File: src/rtl/irq_pkg.sv
package irq_pkg;
  localparam int NSRC      = 5;
  localparam int LEVELS    = 2;
  localparam int VEC_W     = 16;
  localparam int VEC_BASE  = 3;
  localparam int VEC_STEP  = 8;

  // Vector address for a source number (polling order = numbering order).
  function automatic logic [VEC_W-1:0] vec_of(input int idx);
    return VEC_W'(VEC_BASE + idx * VEC_STEP);
  endfunction
endpackage

File: src/rtl/irq_cfg_regs.sv
module irq_cfg_regs #(
  parameter int N = irq_pkg::NSRC
) (
  input  logic         clk,
  input  logic         rst_n,
  input  logic         en_wr,
  input  logic [N:0]   en_wdata,
  input  logic         prio_wr,
  input  logic [N-1:0] prio_wdata,
  output logic         gen_q,
  output logic [N-1:0] en_q,
  output logic [N-1:0] prio_q
);
  always_ff @(posedge clk or negedge rst_n) begin
    if (!rst_n) begin
      gen_q  <= 1'b0;
      en_q   <= '0;
      prio_q <= '0;
    end else begin
      if (en_wr) begin
        gen_q <= en_wdata[N];
        en_q  <= en_wdata[N-1:0];
      end
      if (prio_wr) prio_q <= prio_wdata;
    end
  end

  // registers only move on a write strobe
  assert_cfg_hold_R10: assert property (@(posedge clk) disable iff (!rst_n)
    !en_wr |=> $stable(en_q) && $stable(gen_q));
  assert_prio_hold_R10: assert property (@(posedge clk) disable iff (!rst_n)
    !prio_wr |=> $stable(prio_q));
endmodule

File: src/rtl/irq_arbiter.sv
module irq_arbiter #(
  parameter int N = irq_pkg::NSRC
) (
  input  logic                       clk,
  input  logic                       rst_n,
  input  logic [N-1:0]               flags,
  input  logic                       gen_q,
  input  logic [N-1:0]               en_q,
  input  logic [N-1:0]               prio_q,
  input  logic [1:0]                 ins,
  output logic                       req,
  output logic                       win_level,
  output logic [N-1:0]               win_onehot,
  output logic [irq_pkg::VEC_W-1:0]  vector
);
  localparam int IW = (N > 1) ? $clog2(N) : 1;

  logic [N-1:0] elig, hi_set, lo_set, pick;
  logic hi_ok, lo_ok;
  logic [IW-1:0] idx;

  function automatic logic [IW-1:0] lowest(input logic [N-1:0] v);
    logic [IW-1:0] r;
    r = '0;
    for (int k = N - 1; k >= 0; k--) if (v[k]) r = IW'(k);
    return r;
  endfunction

  for (genvar i = 0; i < N; i++) begin : g_src
    assign elig[i]   = flags[i] & en_q[i] & gen_q;
    assign hi_set[i] = elig[i] & prio_q[i];
    assign lo_set[i] = elig[i] & ~prio_q[i];
  end

  always_comb begin
    hi_ok      = (|hi_set) && !ins[1];
    lo_ok      = (|lo_set) && (ins == 2'b00);
    pick       = hi_ok ? hi_set : lo_set;
    idx        = lowest(pick);
    req        = hi_ok || lo_ok;
    win_level  = hi_ok;
    win_onehot = req ? (N'(1) << idx) : '0;
    vector     = irq_pkg::vec_of(int'(idx));
  end

  assert_mask_R2: assert property (@(posedge clk) disable iff (!rst_n)
    !gen_q |-> !req);
  assert_hi_busy_R8: assert property (@(posedge clk) disable iff (!rst_n)
    ins[1] |-> !req);
  assert_lo_idle_R8: assert property (@(posedge clk) disable iff (!rst_n)
    (req && !win_level) |-> (ins == 2'b00));
  assert_onehot_R7: assert property (@(posedge clk) disable iff (!rst_n)
    req |-> $onehot(win_onehot & elig));
endmodule

File: src/rtl/irq_nest_tracker.sv
module irq_nest_tracker (
  input  logic       clk,
  input  logic       rst_n,
  input  logic       take,
  input  logic       take_level,
  input  logic       reti,
  output logic [1:0] ins
);
  logic [1:0] clr_mask, set_mask;

  always_comb begin
    clr_mask = 2'b00;
    if (reti) clr_mask = ins[1] ? 2'b10 : 2'b01;
    set_mask = 2'b00;
    if (take) set_mask = take_level ? 2'b10 : 2'b01;
  end

  always_ff @(posedge clk or negedge rst_n) begin
    if (!rst_n) ins <= 2'b00;
    else        ins <= (ins & ~clr_mask) | set_mask;
  end

  assert_reti_hi_R9: assert property (@(posedge clk) disable iff (!rst_n)
    (reti && ins[1] && !(take && take_level)) |=> !ins[1]);
  assert_reti_lo_R9: assert property (@(posedge clk) disable iff (!rst_n)
    (reti && !ins[1] && !take) |=> !ins[0]);
  assert_take_hi_R7: assert property (@(posedge clk) disable iff (!rst_n)
    (take && take_level) |=> ins[1]);
  assert_take_lo_R7: assert property (@(posedge clk) disable iff (!rst_n)
    (take && !take_level) |=> ins[0]);
endmodule

File: src/rtl/irq_prio_ctrl.sv
module irq_prio_ctrl #(
  parameter int N = irq_pkg::NSRC
) (
  input  logic                      clk,
  input  logic                      rst_n,
  input  logic                      en_wr,
  input  logic [N:0]                en_wdata,
  input  logic                      prio_wr,
  input  logic [N-1:0]              prio_wdata,
  input  logic [N-1:0]              src_flag,
  input  logic                      insn_boundary,
  input  logic                      reti,
  output logic                      irq_req,
  output logic [irq_pkg::VEC_W-1:0] irq_vector,
  output logic [N-1:0]              src_ack,
  output logic [1:0]                in_service
);
  logic         gen_q;
  logic [N-1:0] en_q, prio_q, win_onehot;
  logic         win_level, take;

  irq_cfg_regs #(.N(N)) u_cfg (
    .clk(clk), .rst_n(rst_n),
    .en_wr(en_wr), .en_wdata(en_wdata),
    .prio_wr(prio_wr), .prio_wdata(prio_wdata),
    .gen_q(gen_q), .en_q(en_q), .prio_q(prio_q)
  );

  irq_arbiter #(.N(N)) u_arb (
    .clk(clk), .rst_n(rst_n),
    .flags(src_flag), .gen_q(gen_q), .en_q(en_q), .prio_q(prio_q),
    .ins(in_service), .req(irq_req), .win_level(win_level),
    .win_onehot(win_onehot), .vector(irq_vector)
  );

  assign take    = irq_req && insn_boundary;
  assign src_ack = take ? win_onehot : '0;

  irq_nest_tracker u_nest (
    .clk(clk), .rst_n(rst_n),
    .take(take), .take_level(win_level), .reti(reti),
    .ins(in_service)
  );

  assert_ack_boundary_R7: assert property (@(posedge clk) disable iff (!rst_n)
    (|src_ack) |-> (insn_boundary && irq_req));
  assert_ack_enabled_R3: assert property (@(posedge clk) disable iff (!rst_n)
    (|src_ack) |-> ((src_ack & src_flag & en_q) == src_ack));
endmodule

File: config.mk
export PLATFORM = sky130hd
export DESIGN_NAME = irq_prio_ctrl
export DESIGN_NICKNAME = d
export VERILOG_FILES = /design/src/rtl/irq_pkg.sv /design/src/rtl/irq_cfg_regs.sv /design/src/rtl/irq_arbiter.sv /design/src/rtl/irq_nest_tracker.sv /design/src/rtl/irq_prio_ctrl.sv
export SDC_FILE = /design/constraint.sdc
export NUM_CORES = 1
export LEC_CHECK = 0
export BUFFER_PORTS_ARGS = -buffer_cell sky130_fd_sc_hd__buf_2
export CAP_MARGIN = 15
export CORE_ASPECT_RATIO = 1.4
export CORE_MARGIN = 10
export CORE_UTILIZATION = 47
export DETAILED_ROUTE_END_ITERATION = 7
export GPL_ROUTABILITY_DRIVEN = 0
export PLACE_DENSITY = 0.79
export SYNTH_ARGS = -nofsm -noshare
export SYNTH_HDL_FRONTEND = slang
export SYNTH_HIERARCHICAL = 1
export SYNTH_SLANG_ARGS = --single-unit
export TNS_END_PERCENT = 100
File: constraint.sdc
create_clock -name clk -period 2.3 [get_ports clk]
set_clock_uncertainty 0.05 [all_clocks]
set_input_delay 0.23 -clock clk [delete_from_list [all_inputs] [get_ports clk]]
set_output_delay 0.23 -clock clk [all_outputs]
set_load 0.1 [all_outputs]
== Word-level counts from Yosys, hierarchy flattened ==
Cells that the tools add are included.

* Output and inout port bits: 24
* Word-level logic and storage cells: 54
* Flip-flop bits (word level): 13

* Shift operators: 1
* Multiplexer cells: 12
* Bitwise logic cells: 28
* Add/sub/neg operators: 1
* Reduce and logical (&&, ||, !) cells: 8

{| class="wikitable"
|+ Operators with widths
! operator !! count
|-
| bitwise AND 1 bit || 20
|-
| two-way mux 3 bit || 5
|-
| two-way mux 5 bit || 3
|-
| OR reduction 5 bit || 2
|-
| two-way mux 2 bit || 4
|-
| adder 2 x 6 -> 7 bit (first input constant) || 1
|-
| inverter 1 bit || 5
|-
| left shift 1 x 3 -> 5 bit (first input constant) || 1
|-
| logical AND 1 bit || 3
|-
| bitwise AND 2 bit || 1
|-
| zero test 2 bit || 1
|-
| inverter 2 bit || 1
|-
| OR 2 bit || 1
|-
| zero test 1 bit || 1
|-
| logical OR 1 bit || 1
|}

== Logic depth before layout (Yosys ltp) ==
* Depth in word-level cells: 14
* Gate-level depth with buffers: 9

== Hierarchy ==
The synthesis kept the hierarchy.

{| class="wikitable"
|+ Modules (own cells, without submodules)
! module !! area an instance (um^2) !! instances !! seq. area each (um^2) !! cells an instance
|-
| irq_arbiter || 504.2 || 1 || 0.0 || 66
|-
| irq_cfg_regs || 432.9 || 1 || 275.3 || 23
|-
| irq_nest_tracker || 81.3 || 1 || 50.0 || 8
|-
| irq_prio_ctrl || 38.8 || 1 || 0.0 || 6
|}

== Least setup slack after synthesis ==
No wires, ideal clock.

* Kind: register to output
* Start point: reg u_nest.ins[1]
* End point: out src_ack[2]
* Required time: 2.020 ns
* Stages on the path, launching flop included: 6
* Arrival: 2.966 ns
* Slack: -0.946 ns
* Cell sequence: dfrtp_1 buf_6 mux2_2 o21a_2 nor4_2 and3_1

* Cells in the longest elaborated chain, start to end: 11

{| class="wikitable"
|+ RTL lines
! element !! RTL line !! source
|-
| from (decl) || irq_nest_tracker.sv:7 || <nowiki>output logic [1:0] ins</nowiki>
|-
| from (signal assigned) || irq_nest_tracker.sv:20 || <nowiki>else ins <= (ins & ~clr_mask) | set_mask;</nowiki>
|-
| zero test 1 bit || irq_arbiter.sv:36 || <nowiki>hi_ok = (|hi_set) && !ins[1];</nowiki>
|-
| logical AND 1 bit || irq_arbiter.sv:36 ||
|-
| two-way mux 5 bit || irq_arbiter.sv:38 || <nowiki>pick = hi_ok ? hi_set : lo_set;</nowiki>
|-
| two-way mux 3 bit (5 in a row) || irq_arbiter.sv:25 || <nowiki>for (int k = N - 1; k >= 0; k--) if (v[k]) r = IW'(k);</nowiki>
|-
| left shift 1 x 3 -> 5 bit || irq_arbiter.sv:42 || <nowiki>win_onehot = req ? (N'(1) << idx) : '0;</nowiki>
|-
| two-way mux 5 bit * || irq_arbiter.sv:42 ||
|-
| via win_onehot[2] || irq_prio_ctrl.sv:19 || <nowiki>logic [N-1:0] en_q, prio_q, win_onehot;</nowiki>
|-
| two-way mux 5 bit * || irq_prio_ctrl.sv:37 || <nowiki>assign src_ack = take ? win_onehot : '0;</nowiki>
|-
| to (decl) || irq_prio_ctrl.sv:15 || <nowiki>output logic [N-1:0] src_ack,</nowiki>
|}

The timed path passes the listed nets; every way through them passes the cells marked *.

== Final worst setup path ==
* Start point: reg u_cfg.gen_q
* End point: out src_ack[0]

* Cells in the longest elaborated chain, start to end: 13

{| class="wikitable"
|+ RTL lines
! element !! RTL line !! source
|-
| from (decl) || irq_cfg_regs.sv:10 || <nowiki>output logic gen_q,</nowiki>
|-
| from (signal assigned) || irq_cfg_regs.sv:21 || <nowiki>gen_q <= en_wdata[N];</nowiki>
|-
| bitwise AND 1 bit || irq_arbiter.sv:30 || <nowiki>assign elig[i] = flags[i] & en_q[i] & gen_q;</nowiki>
|-
| bitwise AND 1 bit || irq_arbiter.sv:31 || <nowiki>assign hi_set[i] = elig[i] & prio_q[i];</nowiki>
|-
| OR reduction 5 bit || irq_arbiter.sv:36 ||
|-
| logical AND 1 bit || irq_arbiter.sv:36 ||
|-
| two-way mux 5 bit || irq_arbiter.sv:38 ||
|-
| two-way mux 3 bit (5 in a row) || irq_arbiter.sv:25 ||
|-
| left shift 1 x 3 -> 5 bit || irq_arbiter.sv:42 ||
|-
| two-way mux 5 bit * || irq_arbiter.sv:42 ||
|-
| via win_onehot[0] || irq_prio_ctrl.sv:19 ||
|-
| two-way mux 5 bit * || irq_prio_ctrl.sv:37 ||
|}

Marked as above.

==> run summary <==
• result of the run: finished, violations left
• violations in the final reports: negative setup slack
• detailed-router iteration count before antenna repair: 4
• total gr overflow: 0
• post-route clock period utilization: 1.09
• fraction of the mapped netlist area in compound gates: 0.162
• ratio of cells with drive above 1 in the final layout: 0.676
• Die Span X: 60.1 µm
• Pins Over Slew Limit: 0
• Post-Synthesis Cells: 103
• fraction of synthesized area in multiplexers: 0.149
• effective utilization at floorplan: 0.491
• simple-gate share of the synthesized area: 0.236
• Clk pin slew, worst setup/hold paths: 0.07 ns
• num ports: 46
• count of unresolved DRC violations after routing: 0
• clock share of power: 0.123
• via count of the first global-routing pass: 1078
• combinational family with the most area after synthesis: simple AND/OR/NAND/NOR gates
• num rows: 20
• Max Fclk: 399 MHz
• proportion of power drawn by combinational gates: 0.598
• final net count: 171
• Max-cap violations: 0
• RSZ-0062 raised after global routing: yes
• average routed wire per standard cell: 17.9 µm
• pin count of the biggest net entering global routing: 15
• biggest area contributors in the synthesized netlist: sky130_fd_sc_hd__dfrtp_1 31%, sky130_fd_sc_hd__buf_4 9.2%, sky130_fd_sc_hd__mux2_4 8.5%, sky130_fd_sc_hd__mux2_2 6.4%, sky130_fd_sc_hd__nand4_2 5.9%
• crit path launch type: flop
• worst min path class: input port to flop
• antenna fix cells: 0
• DP Wirelength: 2.30 mm
• setup TNS: -0.883 ns
• crit end category: output pin
• library cell with the largest summed area after synthesis: sky130_fd_sc_hd__dfrtp_1
• fraction of power spent switching nets: 0.498
• Place WS: -0.0740 ns
• count of nets left with antenna violations after detail routing: 0
• Setup violations, final: 6
• Die Height: 76.1 µm
• clock tree from TritonCTS: built
• net switching component of the power: 0.549 mW
• Clock Path Buffers: 2
• Post-synth EDFFs: 0
• Global Route met3 Usage: 0.0400
• worst voltage drop across the vdd grid: 0.577 mV
• clk sinks: 13
• starting DRC count in detailed routing: 21
• number of unique standard cell types used by synthesis: 43
• port bufs: 32
• average cell area after synthesis: 10.3 µm²
• type of the worst setup path: flop to output pin
• DP Cell Count: 158
• worst hold slack after final layout: 0.119 ns
• Synth Area in XOR/XNOR: 0
• clock root buffer master: sky130_fd_sc_hd__clkbuf_4
• arrival time worst endpoint: 2.23 ns
• area delta synth->final: 50.1%
• Cell Count, Final, Fillers Out: 170
• min Tclk post-route: 2.51 ns
• number of antenna violations at the first check in global routing: 0
• Leakage: 0.718 nW
• ys async rst share: 1.00
• fraction of power consumed by sequential logic: 0.279
• worst-case setup margin in the final layout: -0.208 ns
• CTS H-Tree Depth: 1
• adder-cell share of the synthesized area: 0
• primary flip-flop cell chosen by synthesis mapping: sky130_fd_sc_hd__dfrtp_1
• sum of routed wire length over all layers: 3.04 mm
• critical path required time: 2.02 ns
• vias per std cell: 5.65
• count of state elements after synthesis: 13
• Seq/Total Area, Yosys: 0.308
• total routing resource utilization after global routing: 0.135
• floorplan core area: 2150 µm²
• Internal Power: 0.554 mW
• total number of vias: 961
• global-route layer with the greatest usage: met2
• wire length of the first global-routing pass: 4.95 mm
• final standard cell utilization of the core: 0.737
• pwr dens: 696 nW/µm²
• count of yosys warnings during synthesis: 6
• critical-path maximum fanout: 7
• clock buffer count from CTS: 3
• die footprint: 4570 µm²
• met2 capacity usage during global routing: 0.238
• clock network latency to the later pin of the worst-skew pair: 0.28 ns
• area share of the leading cell type in the synthesized netlist: 0.308
• global routing usage on met1: 0.117
• Post-Syn Area: 1060 µm²
• number of hold violations in the final report: 0
[per-layer routing]
layer  up-vias  share of wire  wire [µm]
li1        451              -          -
met1       454           0.31        950
met2        43           0.54       1640
met3        13          0.091        278
met4         0          0.055        166
met5         -              0          0
[through the flow]
stage,area (µm²),total power [mW]
after global placement,1380,0.880
after CTS,1540,1.09
after detailed placement,1380,0.894
after floorplan,1140,0.752
final,1590,1.10
after global routing,1590,1.16
[cells in the mapped netlist, types with 2 or more instances]
cell type,count
sky130_fd_sc_hd__a21oi_1,3
sky130_fd_sc_hd__a41o_1,2
sky130_fd_sc_hd__and3_1,5
sky130_fd_sc_hd__buf_4,13
sky130_fd_sc_hd__buf_6,3
sky130_fd_sc_hd__conb_1,2
sky130_fd_sc_hd__dfrtp_1,13
sky130_fd_sc_hd__inv_1,3
sky130_fd_sc_hd__mux2_2,6
sky130_fd_sc_hd__mux2_4,6
sky130_fd_sc_hd__nand2_1,3
sky130_fd_sc_hd__nand3_1,4
sky130_fd_sc_hd__nand4_2,5
sky130_fd_sc_hd__nor2_1,5
sky130_fd_sc_hd__o21ai_0,2
[power by group through the flow]
stage | Combinational, mW | Sequential (mW) | Clock, mW
5_1_grt | 0.693 | 0.313 | 0.153
6_report | 0.660 | 0.307 | 0.136
2_1_floorplan | 0.401 | 0.351 | 0
3_5_place_dp | 0.588 | 0.306 | 0
4_1_cts | 0.643 | 0.304 | 0.143
3_3_place_gp | 0.576 | 0.304 | 0
[logic make-up after synthesis]
| kind of cell | after synthesis |
|---|---|
| multiplexers | 12 |
| other | 2 |
| AO/OA/AOI/OAI | 22 |
| buffers and inverters | 20 |
| flip-flops | 13 |
| AND/OR/NAND/NOR | 34 |
[what timing repair did]
item	CTS	global route
hold buffers	1	0
setup endpoints to repair	9	9
hold endpoints to repair	13	0
gates resized for setup	15	8
setup buffers	6	1
pin swaps	8	6
[worst paths after layout]
path / start / endpoint / slack, ns / depth (start not counted)
setup / recovery: u_cfg/gen_q / src_ack[0] / -0.21 / 8
hold / removal: reti / u_nest/ins[1] / 0.12 / 2
setup reg to reg: u_cfg/gen_q / u_nest/ins[0] / 0.35 / 7
hold reg to reg: u_nest/ins[0] / u_nest/ins[0] / 0.47 / 1
max in group asynchronous: rst_n / u_nest/ins[1] / 1.65 / 2
min in group asynchronous: rst_n / u_cfg/prio_q[4] / 0.31 / 2
[layout by cell type, fill, tap and decap left out, types with 2 or more instances in the layout]
master,n
sky130_fd_sc_hd__buf_6,2
sky130_fd_sc_hd__nor2_4,2
sky130_fd_sc_hd__buf_12,9
sky130_fd_sc_hd__and3_4,5
sky130_fd_sc_hd__nand4_4,4
sky130_fd_sc_hd__mux2_2,6
sky130_fd_sc_hd__nor2_1,2
sky130_fd_sc_hd__mux2_4,6
sky130_fd_sc_hd__dfrtp_1,8
sky130_fd_sc_hd__nand3_1,2
sky130_fd_sc_hd__o21ai_0,2
sky130_fd_sc_hd__nand3_2,3
sky130_fd_sc_hd__dfrtp_2,4
sky130_fd_sc_hd__clkbuf_4,3
sky130_fd_sc_hd__inv_1,3
sky130_fd_sc_hd__nand2_1,2
sky130_fd_sc_hd__nor3b_2,2
sky130_fd_sc_hd__a41o_1,2
sky130_fd_sc_hd__nand2_2,2
sky130_fd_sc_hd__a21oi_1,3
sky130_fd_sc_hd__conb_1,13
sky130_fd_sc_hd__buf_4,11
sky130_fd_sc_hd__buf_2,23
[layout make-up]
| class | instances | area, µm² |
|---|---|---|
| tap | 22 | 27.5 |
| sequential | 13 | 334 |
| multi-input combinational | 81 | 773 |
| fill | 149 | 566 |
| timing repair buffer | 46 | 410 |
| inverter | 4 | 15.0 |
| clock buffer | 4 | 26.3 |
[sequential cells by signal, indices dropped and copies added (netlist names)]
name / count
u_cfg/gen_q: 1
u_cfg/en_q: 5
u_nest/ins: 2
u_cfg/prio_q: 5
[critical path, cell delays in order (launching register included)]
cell and delay [ns]:
sky130_fd_sc_hd__dfrtp_2 0.47, sky130_fd_sc_hd__buf_6 0.15, sky130_fd_sc_hd__nand4_4 0.09, sky130_fd_sc_hd__a41oi_2 0.12, sky130_fd_sc_hd__a211o_2 0.37, sky130_fd_sc_hd__o21a_4 0.15
sky130_fd_sc_hd__a311oi_2 0.19, sky130_fd_sc_hd__and3_4 0.23, sky130_fd_sc_hd__buf_12 0.17
Note: power is estimated with default switching activity, not from simulation.
